**src/rtl/rowdot_pkg.sv**
```systemverilog
package rowdot_pkg;
  // Default geometry shared by the unit and its sub-blocks
  parameter int unsigned RD_DATA_W = 16;  // element width, signed
  parameter int unsigned RD_FRAC_W = 8;   // fractional bits of an element
  parameter int unsigned RD_ACC_W  = 32;  // accumulator width
endpackage

```
**src/rtl/rowdot_join.sv**
```systemverilog
// Joins the two element streams: a pair moves only when both sides are valid
// and the result slot can take a completed row.
module rowdot_join (
  input  logic a_valid,
  input  logic b_valid,
  input  logic slot_free,
  output logic a_ready,
  output logic b_ready,
  output logic fire
);
  always_comb begin
    a_ready = b_valid && slot_free;
    b_ready = a_valid && slot_free;
    fire    = a_valid && b_valid && slot_free;
  end
endmodule

```
**src/rtl/rowdot_mac.sv**
```systemverilog
// Signed multiply-accumulate that clears itself after the last element of a row.
module rowdot_mac #(
  parameter int unsigned DATA_W = rowdot_pkg::RD_DATA_W,
  parameter int unsigned ACC_W  = rowdot_pkg::RD_ACC_W
) (
  input  logic                     clk,
  input  logic                     rst_n,
  input  logic                     fire,
  input  logic                     last,
  input  logic signed [DATA_W-1:0] vec,
  input  logic signed [DATA_W-1:0] wgt,
  output logic signed [ACC_W-1:0]  total
);
  localparam int unsigned PROD_W = 2 * DATA_W;

  logic signed [PROD_W-1:0] prod;
  logic signed [ACC_W-1:0]  prod_ext;
  logic signed [ACC_W-1:0]  acc_q;

  assign prod = vec * wgt;

  generate
    if (ACC_W > PROD_W) begin : g_extend
      assign prod_ext = {{(ACC_W - PROD_W){prod[PROD_W-1]}}, prod};
    end else begin : g_fit
      assign prod_ext = prod[ACC_W-1:0];
    end
  endgenerate

  // Running total including the pair presented this cycle
  assign total = acc_q + prod_ext;

  always_ff @(posedge clk or negedge rst_n) begin
    if (!rst_n) begin
      acc_q <= '0;
    end else if (fire) begin
      acc_q <= last ? '0 : total;
    end
  end

  // a finished row leaves nothing behind for the next one
  p_row_clears_r5: assert property (@(posedge clk) disable iff (!rst_n)
    (fire && last) |=> (acc_q == '0))
    else $error("accumulator not cleared after row end");
endmodule

```
**src/rtl/rowdot_narrow.sv**
```systemverilog
// Shifts the wide sum down by the fractional bits and saturates to the element range.
module rowdot_narrow #(
  parameter int unsigned DATA_W = rowdot_pkg::RD_DATA_W,
  parameter int unsigned FRAC_W = rowdot_pkg::RD_FRAC_W,
  parameter int unsigned ACC_W  = rowdot_pkg::RD_ACC_W
) (
  input  logic signed [ACC_W-1:0]  wide,
  output logic signed [DATA_W-1:0] narrow
);
  localparam int unsigned TOP_W = ACC_W - DATA_W + 1;
  localparam logic [DATA_W-1:0] POS_MAX = {1'b0, {(DATA_W-1){1'b1}}};
  localparam logic [DATA_W-1:0] NEG_MIN = {1'b1, {(DATA_W-1){1'b0}}};

  logic signed [ACC_W-1:0] shifted;
  logic [TOP_W-1:0]        top_bits;
  logic                    fits;

  assign shifted  = wide >>> FRAC_W;
  assign top_bits = shifted[ACC_W-1:DATA_W-1];
  assign fits     = (top_bits == '0) || (top_bits == '1);

  always_comb begin
    if (fits) begin
      narrow = shifted[DATA_W-1:0];
    end else if (wide[ACC_W-1]) begin
      narrow = NEG_MIN;
    end else begin
      narrow = POS_MAX;
    end
  end

  // narrowing, saturated or not, never flips the sign of the sum
  always_comb begin
    p_sign_kept_r9: assert (narrow[DATA_W-1] == wide[ACC_W-1])
      else $error("narrowed sign differs from wide sign");
  end
endmodule

```
**src/rtl/rowdot_unit.sv**
```systemverilog
// Streaming row dot-product: one saturated Q-format result per weight row.
module rowdot_unit #(
  parameter int unsigned DATA_W = rowdot_pkg::RD_DATA_W,
  parameter int unsigned FRAC_W = rowdot_pkg::RD_FRAC_W,
  parameter int unsigned ACC_W  = rowdot_pkg::RD_ACC_W
) (
  input  logic              clk,
  input  logic              rst_n,
  input  logic              vec_valid,
  output logic              vec_ready,
  input  logic [DATA_W-1:0] vec_data,
  input  logic              wgt_valid,
  output logic              wgt_ready,
  input  logic [DATA_W-1:0] wgt_data,
  input  logic              wgt_last,
  output logic              res_valid,
  input  logic              res_ready,
  output logic [DATA_W-1:0] res_data
);
  logic                     slot_free;
  logic                     fire;
  logic signed [ACC_W-1:0]  total;
  logic signed [DATA_W-1:0] row_val;

  // The result register may take a new row when empty or draining now
  assign slot_free = !res_valid || res_ready;

  rowdot_join u_join (
    .a_valid   (vec_valid),
    .b_valid   (wgt_valid),
    .slot_free (slot_free),
    .a_ready   (vec_ready),
    .b_ready   (wgt_ready),
    .fire      (fire)
  );

  rowdot_mac #(
    .DATA_W (DATA_W),
    .ACC_W  (ACC_W)
  ) u_mac (
    .clk   (clk),
    .rst_n (rst_n),
    .fire  (fire),
    .last  (wgt_last),
    .vec   ($signed(vec_data)),
    .wgt   ($signed(wgt_data)),
    .total (total)
  );

  rowdot_narrow #(
    .DATA_W (DATA_W),
    .FRAC_W (FRAC_W),
    .ACC_W  (ACC_W)
  ) u_narrow (
    .wide   (total),
    .narrow (row_val)
  );

  always_ff @(posedge clk or negedge rst_n) begin
    if (!rst_n) begin
      res_valid <= 1'b0;
      res_data  <= '0;
    end else if (fire && wgt_last) begin
      res_valid <= 1'b1;
      res_data  <= row_val;
    end else if (res_ready) begin
      res_valid <= 1'b0;
    end
  end

  // the cycle after a row's last pair is taken, its result is offered
  p_valid_after_last_r4: assert property (@(posedge clk) disable iff (!rst_n)
    (vec_valid && vec_ready && wgt_last) |=> res_valid)
    else $error("result missing after row end");

  // a result appears only because a row ended
  p_rise_has_cause_r4: assert property (@(posedge clk) disable iff (!rst_n)
    $rose(res_valid) |-> $past(wgt_valid && wgt_ready && wgt_last))
    else $error("result without row end");

  // a stalled result holds its value
  p_hold_r10: assert property (@(posedge clk) disable iff (!rst_n)
    (res_valid && !res_ready) |=> (res_valid && $stable(res_data)))
    else $error("stalled result changed");

  // nothing is taken while the result slot is blocked
  p_block_when_full_r2: assert property (@(posedge clk) disable iff (!rst_n)
    (res_valid && !res_ready) |-> (!vec_ready && !wgt_ready))
    else $error("input taken while result blocked");
endmodule

```
**config.mk**
```make
export PLATFORM = sky130hd
export DESIGN_NAME = rowdot_unit
export DESIGN_NICKNAME = d
export VERILOG_FILES = /design/src/rtl/rowdot_pkg.sv /design/src/rtl/rowdot_join.sv /design/src/rtl/rowdot_mac.sv /design/src/rtl/rowdot_narrow.sv /design/src/rtl/rowdot_unit.sv
export SDC_FILE = /design/constraint.sdc
export NUM_CORES = 1
export LEC_CHECK = 0
export ABC_AREA = 1
export ABC_CLOCK_PERIOD_IN_PS = 5900
export BUFFER_PORTS_ARGS = -buffer_cell sky130_fd_sc_hd__buf_2
export CAP_MARGIN = 20
export CORE_MARGIN = 8
export CORE_UTILIZATION = 42
export CTS_CLUSTER_SIZE = 10
export DETAILED_ROUTE_END_ITERATION = 16
export PLACE_DENSITY = 0.59
export SYNTH_ARGS = -nofsm -noshare
export SYNTH_HDL_FRONTEND = slang
export SYNTH_SLANG_ARGS = --single-unit
export TNS_END_PERCENT = 5
```
**constraint.sdc**
```tcl
create_clock -name clk -period 5.9 [get_ports clk]
set_input_delay 0.59 -clock clk [delete_from_list [all_inputs] [get_ports clk]]
set_output_delay 0.59 -clock clk [all_outputs]
set_load 0.1 [all_outputs]
```
==> results.sh, run 1 <==
export IMPL_final_instance_count_excl_fill=2392
export IMPL_drt_initial_drc_count=539
export IMPL_clock_insertion_delay_worst_skew_ns=0.30
export IMPL_cts_num_sinks=49
export IMPL_post_synth_cell_area_avg_um2=7.80
export IMPL_top_level_ports=57
export IMPL_setup_repair_after_global_routing_missed_its_margin="true"
export IMPL_dieArea_um2=39300
export IMPL_setup_slack_ns=-0.112
export IMPL_outcome="finished with violations"
export IMPL_number_of_endpoints_with_negative_hold_slack_in_the_final_report=0
export IMPL_clkTransAtPathRegs_ns=0.07
export IMPL_yosys_warnings=0
export IMPL_failing_checks="setup timing"
export IMPL_grt_antenna_before_repair=0
export IMPL_clock_path_buffers=2
export IMPL_gp_routability_congestion=0.902
export IMPL_drive_gt1_frac=0.189
export IMPL_wire_length_of_the_first_global_routing_pass_um=59700
export IMPL_setup_viol=15
export IMPL_drtAntennaViolNets=0
export IMPL_layout_filler_cells=3155
export IMPL_report_final_slew_viol_count=0
export IMPL_floorplan_core_area_um2=32600
export IMPL_synth_seq_area_share=0.0880
export IMPL_cp_start_kind="input pin"
export IMPL_critPathCaptureType="flip-flop"
export IMPL_cts_made_buffers=5
export IMPL_input_output_buffers=56
export IMPL_vias=10895
export IMPL_finalHoldWorstSlack_ns=0.376
export IMPL_fin_crit_ns=6.01
export IMPL_criticalPathCategory="in2reg"
export IMPL_hold_path_class="in2async"
export IMPL_wl_um=34600
export IMPL_skew_ns=0.00632
export IMPL_grt_start_max_net_pins=50
export IMPL_layout_nets=2377
export IMPL_max_freq_mhz=166
export IMPL_cts_htree_levels=2
export IMPL_max_slew_margin=0.538
export IMPL_syn_area_um2=13900
export IMPL_synth_distinct_cells=35
export IMPL_net_count_after_synthesis=2216
export IMPL_timing_final_crit_share=1.02
export IMPL_clockRootBuffer="sky130_fd_sc_hd__clkbuf_16"
export IMPL_dp_hpwl_um=30900
export IMPL_ys_ff_latch=49
export IMPL_die_x_um=198
export IMPL_globalRoute_totalOverflow=0
export IMPL_grt_total_usage=0.189
export IMPL_synthCells=1788
export IMPL_tightest_slew_ns=0.692
export IMPL_pre_cts_ws_ns=-0.639
export IMPL_cts_tree="yes"
export IMPL_max_cap_viol_count=0
export IMPL_critical_path_peak_fanout=10
export IMPL_area_growth_pct=19.0
export IMPL_placed_cells_incl_taps=2373
export IMPL_placement_rows=66
export IMPL_average_detailed_routed_wire_length_per_instance_um=14.5
export IMPL_number_of_antenna_repair_diodes=0
export IMPL_initial_utilization=0.427
export IMPL_via_count_of_the_first_global_routing_pass=11865
export IMPL_post_drt_via_cell_ratio=4.55
export IMPL_drt_pass1_iter_count=5
export IMPL_remaining_drc_errors=0
export IMPL_critical_path_required_ns=6.13
export IMPL_layout_core_utilization=0.509
export IMPL_arrival_ns=6.24
export IMPL_chipHeight_um=198
==> synth_stat cells (all sizes together) <==
library cell,count,area [um2]
and2,1,7.51
xor2,16,140
nor2,56,253
dfrtp,49,1230
ha,98,1230
a22o,19,166
o21ai,17,85.1
a31oi,1,6.26
clkbuf,63,238
o21bai,2,26.3
or2,5,31.3
nand4,8,56.3
o31ai,1,7.51
nor3,1,5.00
a21o,1,7.51
inv,570,2140
o22ai,1,6.26
nand2,513,1980
a21oi,34,219
fa,292,5850
nand3b,2,15.0
xnor2,9,78.8
buf,2,31.3
nand3,27,145
==> critical path: stages <==
cell	delay [ns]
sky130_fd_sc_hd__buf_2	0.08
sky130_fd_sc_hd__inv_1	0.06
sky130_fd_sc_hd__buf_12	0.15
sky130_fd_sc_hd__or2_2	0.29
sky130_fd_sc_hd__fa_1	0.46
sky130_fd_sc_hd__fa_1	0.50
sky130_fd_sc_hd__inv_1	0.05
sky130_fd_sc_hd__fa_1	0.51
sky130_fd_sc_hd__fa_1	0.46
sky130_fd_sc_hd__fa_1	0.51
sky130_fd_sc_hd__inv_1	0.06
sky130_fd_sc_hd__fa_1	0.48
sky130_fd_sc_hd__inv_1	0.06
sky130_fd_sc_hd__ha_4	0.30
sky130_fd_sc_hd__nand2_2	0.11
sky130_fd_sc_hd__nor2_4	0.14
sky130_fd_sc_hd__inv_2	0.07
sky130_fd_sc_hd__nor2_4	0.08
sky130_fd_sc_hd__nand4_1	0.15
sky130_fd_sc_hd__buf_4	0.17
sky130_fd_sc_hd__nand4_1	0.09
sky130_fd_sc_hd__nand2_2	0.09
sky130_fd_sc_hd__nor2_2	0.10
sky130_fd_sc_hd__nand2_2	0.07
sky130_fd_sc_hd__o21bai_4	0.21
sky130_fd_sc_hd__clkbuf_16	0.19
sky130_fd_sc_hd__nand2_2	0.05
sky130_fd_sc_hd__a21oi_2	0.13
==> worst paths after layout <==
| check | start | end | slack (ns) | cells after the start |
|---|---|---|---|---|
| worst max-delay path | wgt_data[15] | res_data[6] | -0.11 | 28 |
| worst min-delay path | rst_n | u_mac.acc_q[31] | 0.38 | 2 |
| worst max register to register | u_mac.acc_q[15] | res_data[6] | 0.71 | 24 |
| worst min register to register | u_mac.acc_q[27] | u_mac.acc_q[27] | 0.50 | 2 |
| max in group asynchronous | rst_n | u_mac.acc_q[16] | 5.04 | 2 |
| min in group clk | u_mac.acc_q[27] | u_mac.acc_q[27] | 0.50 | 2 |
==> flip-flops by register name, summed over array words and instances, names as in the netlist <==
name         cells
res_data        16
res_valid        1
u_mac.acc_q     32
==> per-stage QoR <==
stage                     setup TNS, ns  instance area [um2]
after global placement           -10.90                15900
after global routing              -5.69                16600
after detailed placement         -11.21                15900
after floorplan                       0                14300
final                             -1.22                16600
after CTS                        -0.181                16400
==> layer usage <==
metal,global-route usage,part of all wire
met2,0.310,0.47
met5,0,0
met3,0.0146,0.029
met1,0.270,0.48
met4,0.0420,0.018
==> cell families after synthesis <==
| kind of cell | count (synthesis) | synth area share |
|---|---|---|
| DFF | 49 | 0.0880 |
| AOI/OAI and AO/OA | 76 | 0.0376 |
| xor gates and xnor gates | 25 | 0.0157 |
| adders and majority gates | 390 | 0.507 |
| and+or+nand+nor | 613 | 0.179 |
| buffers and inverters | 635 | 0.173 |
==> area by class of cell <==
cell class | instances | area, um2 | area share
repair buffers | 219 | 1730 | 0.104
flip-flops and latches | 49 | 1230 | 0.0739
well taps | 442 | 553 | 0.0333
inverters | 570 | 2140 | 0.129
multi-input cells | 1104 | 10800 | 0.650
clock buffers | 6 | 139 | 0.00837
clock inverters | 2 | 17.5 | 0.00106
==> cells in the final DEF (no fill, tap or decap), types with 18 or more instances in the layout <==
master,Yosys,final
sky130_fd_sc_hd__a21oi_2,10,18
sky130_fd_sc_hd__fa_1,292,284
sky130_fd_sc_hd__buf_4,0,166
sky130_fd_sc_hd__inv_1,564,558
sky130_fd_sc_hd__nand2_1,493,471
sky130_fd_sc_hd__nand2_2,20,39
sky130_fd_sc_hd__dfrtp_1,49,49
sky130_fd_sc_hd__buf_2,0,34
sky130_fd_sc_hd__ha_4,0,21
sky130_fd_sc_hd__nor2_1,41,30
sky130_fd_sc_hd__nand3_1,25,23
sky130_fd_sc_hd__a22o_1,19,19
sky130_fd_sc_hd__ha_1,98,76
==> what timing repair did <==
item	CTS	global route
setup endpoints to repair	17	19
hold buffers	0	0
pin swaps	17	25
gates cloned	1	1
resized for setup	66	37
buffers inserted	3	6
Power of run 1 is left out: the tool's default activity adds up to more than one toggle a clock period on the data nets, which glitch-free logic cannot reach.
==> inputs of run 2 (changes only) <==
- ABC_CLOCK_PERIOD_IN_PS: 5900 -> 6100
- clock period: 5.9 -> 6.1 ns (I/O delays scaled with it)
==> run 2 against run 1 <==
  * The flow now finishes without violations
  * Global-route usage barely moved
  * Via count fell by 1.2%
  * Setup slack improved by 0.29 ns
  * Non-clock buffer count fell by 22
  * Cell count fell by 0.92%
  * Clock skew rose by 0.0032 ns
  * Count of clock-buffer cells in the layout fell by 1
  * Register-to-register slack improved by 0.33 ns
  * Design area fell by 0.99%
==> results.sh, run 2 (same netlist as run 1, synthesis figures left out) <==
export IMPL_largest_reg_flops=32
export IMPL_drt_initial_drc_count=446
export IMPL_cts_htree_levels=2
export IMPL_dr_wl_met2_um=16200
export IMPL_criticalPathCategory="in2reg"
export IMPL_finalHoldWorstSlack_ns=0.429
export IMPL_setup_repair_after_global_routing_missed_its_margin="true"
export IMPL_critPathCaptureType="flip-flop"
export IMPL_fin_crit_ns=5.93
export IMPL_arrival_ns=6.13
export IMPL_wl_um=34500
export IMPL_area_growth_pct=17.8
export IMPL_timing_reg2reg_worst_path_depth=24
export IMPL_cts_tree="yes"
export IMPL_top_level_ports=57
export IMPL_initial_utilization=0.427
export IMPL_layout_cells_most_common_list="sky130_fd_sc_hd__inv_1 (557), sky130_fd_sc_hd__nand2_1 (463), sky130_fd_sc_hd__fa_1 (283), sky130_fd_sc_hd__buf_4 (140), sky130_fd_sc_hd__ha_1 (77)"
export IMPL_placement_rows=66
export IMPL_chipHeight_um=198
export IMPL_grt_start_max_net_pins=50
export IMPL_report_final_slew_viol_count=0
export IMPL_worst_r2r_startpoint="u_mac.acc_q[15]"
export IMPL_clock_path_buffers=2
export IMPL_grt_antenna_before_repair=0
export IMPL_met3WireLength_um=1030
export IMPL_critical_path_required_ns=6.30
export IMPL_cts_hold_buf=0
export IMPL_globalRoute_totalOverflow=0
export IMPL_die_x_um=198
export IMPL_worst_r2r_endpoint="res_data[3]"
export IMPL_clockRootBuffer="sky130_fd_sc_hd__clkbuf_16"
export IMPL_placed_cells_incl_taps=2355
export IMPL_dp_hpwl_um=30600
export IMPL_average_detailed_routed_wire_length_per_instance_um=14.6
export IMPL_post_drt_via_cell_ratio=4.54
export IMPL_layout_nets=2355
export IMPL_max_cap_viol_count=0
export IMPL_wire_length_of_the_first_global_routing_pass_um=59700
export IMPL_drive_gt1_frac=0.185
export IMPL_fin_tns_setup_ns=0
export IMPL_worst_path_most_repeated_cell="sky130_fd_sc_hd__nand2_1"
export IMPL_met1_length_um=16600
export IMPL_floorplan_core_area_um2=32600
export IMPL_remaining_drc_errors=0
export IMPL_cpPeakStageDelay_ns=0.62
export IMPL_outcome="finished clean"
export IMPL_clkTransAtPathRegs_ns=0.08
export IMPL_number_of_antenna_repair_diodes=0
export IMPL_registers_top_by_ff_count="u_mac.acc_q"
export IMPL_cp_start_kind="input pin"
export IMPL_timing_final_crit_share=0.972
export IMPL_skew_ns=0.00950
export IMPL_grt_total_usage=0.189
export IMPL_setup_viol=0
export IMPL_gp_routability_congestion=0.953
export IMPL_drtAntennaViolNets=0
export IMPL_input_output_buffers=56
export IMPL_regToRegSetupSlack_ns=1.04
export IMPL_hold_path_class="in2async"
export IMPL_max_freq_mhz=169
export IMPL_timing_critical_path_slowest_stage_cell="sky130_fd_sc_hd__fa_2"
export IMPL_final_instance_count_excl_fill=2370
export IMPL_reg_largest_list="u_mac.acc_q: 32 flops, res_data: 16 flops, res_valid: 1 flops"
export IMPL_cts_made_buffers=5
export IMPL_maxUsedRoutingLayer="met4"
export IMPL_max_slew_margin=0.547
export IMPL_tightest_slew_ns=0.677
export IMPL_dieArea_um2=39300
export IMPL_via_count_of_the_first_global_routing_pass=11834
export IMPL_critical_path_peak_fanout=7
export IMPL_drt_pass1_iter_count=4
export IMPL_cts_num_sinks=49
export IMPL_layout_commonest_cell="sky130_fd_sc_hd__inv_1"
export IMPL_number_of_endpoints_with_negative_hold_slack_in_the_final_report=0
export IMPL_vias=10769
export IMPL_clock_insertion_delay_worst_skew_ns=0.30
run 2: cell count changes in the layout (fill, tap and decap cells not counted), moves of 5 or more:
cell / delta
sky130_fd_sc_hd__buf_4: -26
sky130_fd_sc_hd__clkbuf_4: +10
sky130_fd_sc_hd__nand2_1: -8
sky130_fd_sc_hd__nand2_4: +5
run 2: final cells by class:
type                       count  area [um2]
fill                        3201       16200
tap                          442         553
clock buffer                   5         125
clock inverter                 3        28.8
timing repair buffer         197        1520
multi-input combinational   1104       10800
inverter                     570        2140
sequential                    49        1230
run 2: per-layer routing:
layer,track usage,vias up
li1,-,5270
met3,0.0151,36
met2,0.311,172
met5,0,-
met4,0.0423,0
met1,0.268,5291
run 2: worst max-delay path by stage:
| stage | from | end | slack [ns] | cells after the start |
|---|---|---|---|---|
| after floorplan | wgt_data[6] | res_data[11] | 0.004 | 28 |
| after global routing | wgt_data[2] | res_data[7] | -0.08 | 27 |
| after CTS | wgt_data[4] | res_data[13] | 0.004 | 26 |
| after global placement | vec_data[15] | res_data[0] | -0.36 | 26 |
| final | wgt_data[3] | res_data[3] | 0.17 | 29 |
| after detailed placement | vec_data[15] | res_data[2] | -0.38 | 26 |
run 2: metrics by stage:
step | setup slack [ns] | area (um2) | util
floorplan | 0.00360 | 14000 | -
global placement | -0.358 | 15600 | 0.478
detailed placement | -0.382 | 15600 | 0.478
CTS | 0.00408 | 15800 | 0.483
global route | -0.0787 | 16400 | 0.504
finish | 0.174 | 16400 | 0.504
run 2: what timing repair did:
item                       CTS  global route
gates resized for setup      6           150
buffers inserted             0             5
pin swaps                    1            51
cloned                       0             2
setup endpoints to repair   15            21
run 2: critical path, delay by kind of cell:
kind | cells | cell delay [ns]
AOI/OAI and AO/OA | 2 | 0.27
and+or+nand+nor | 12 | 1.15
buffers and inverters | 8 | 0.74
adders and majority gates | 7 | 3.36
Power of run 2 is left out for the same reason.
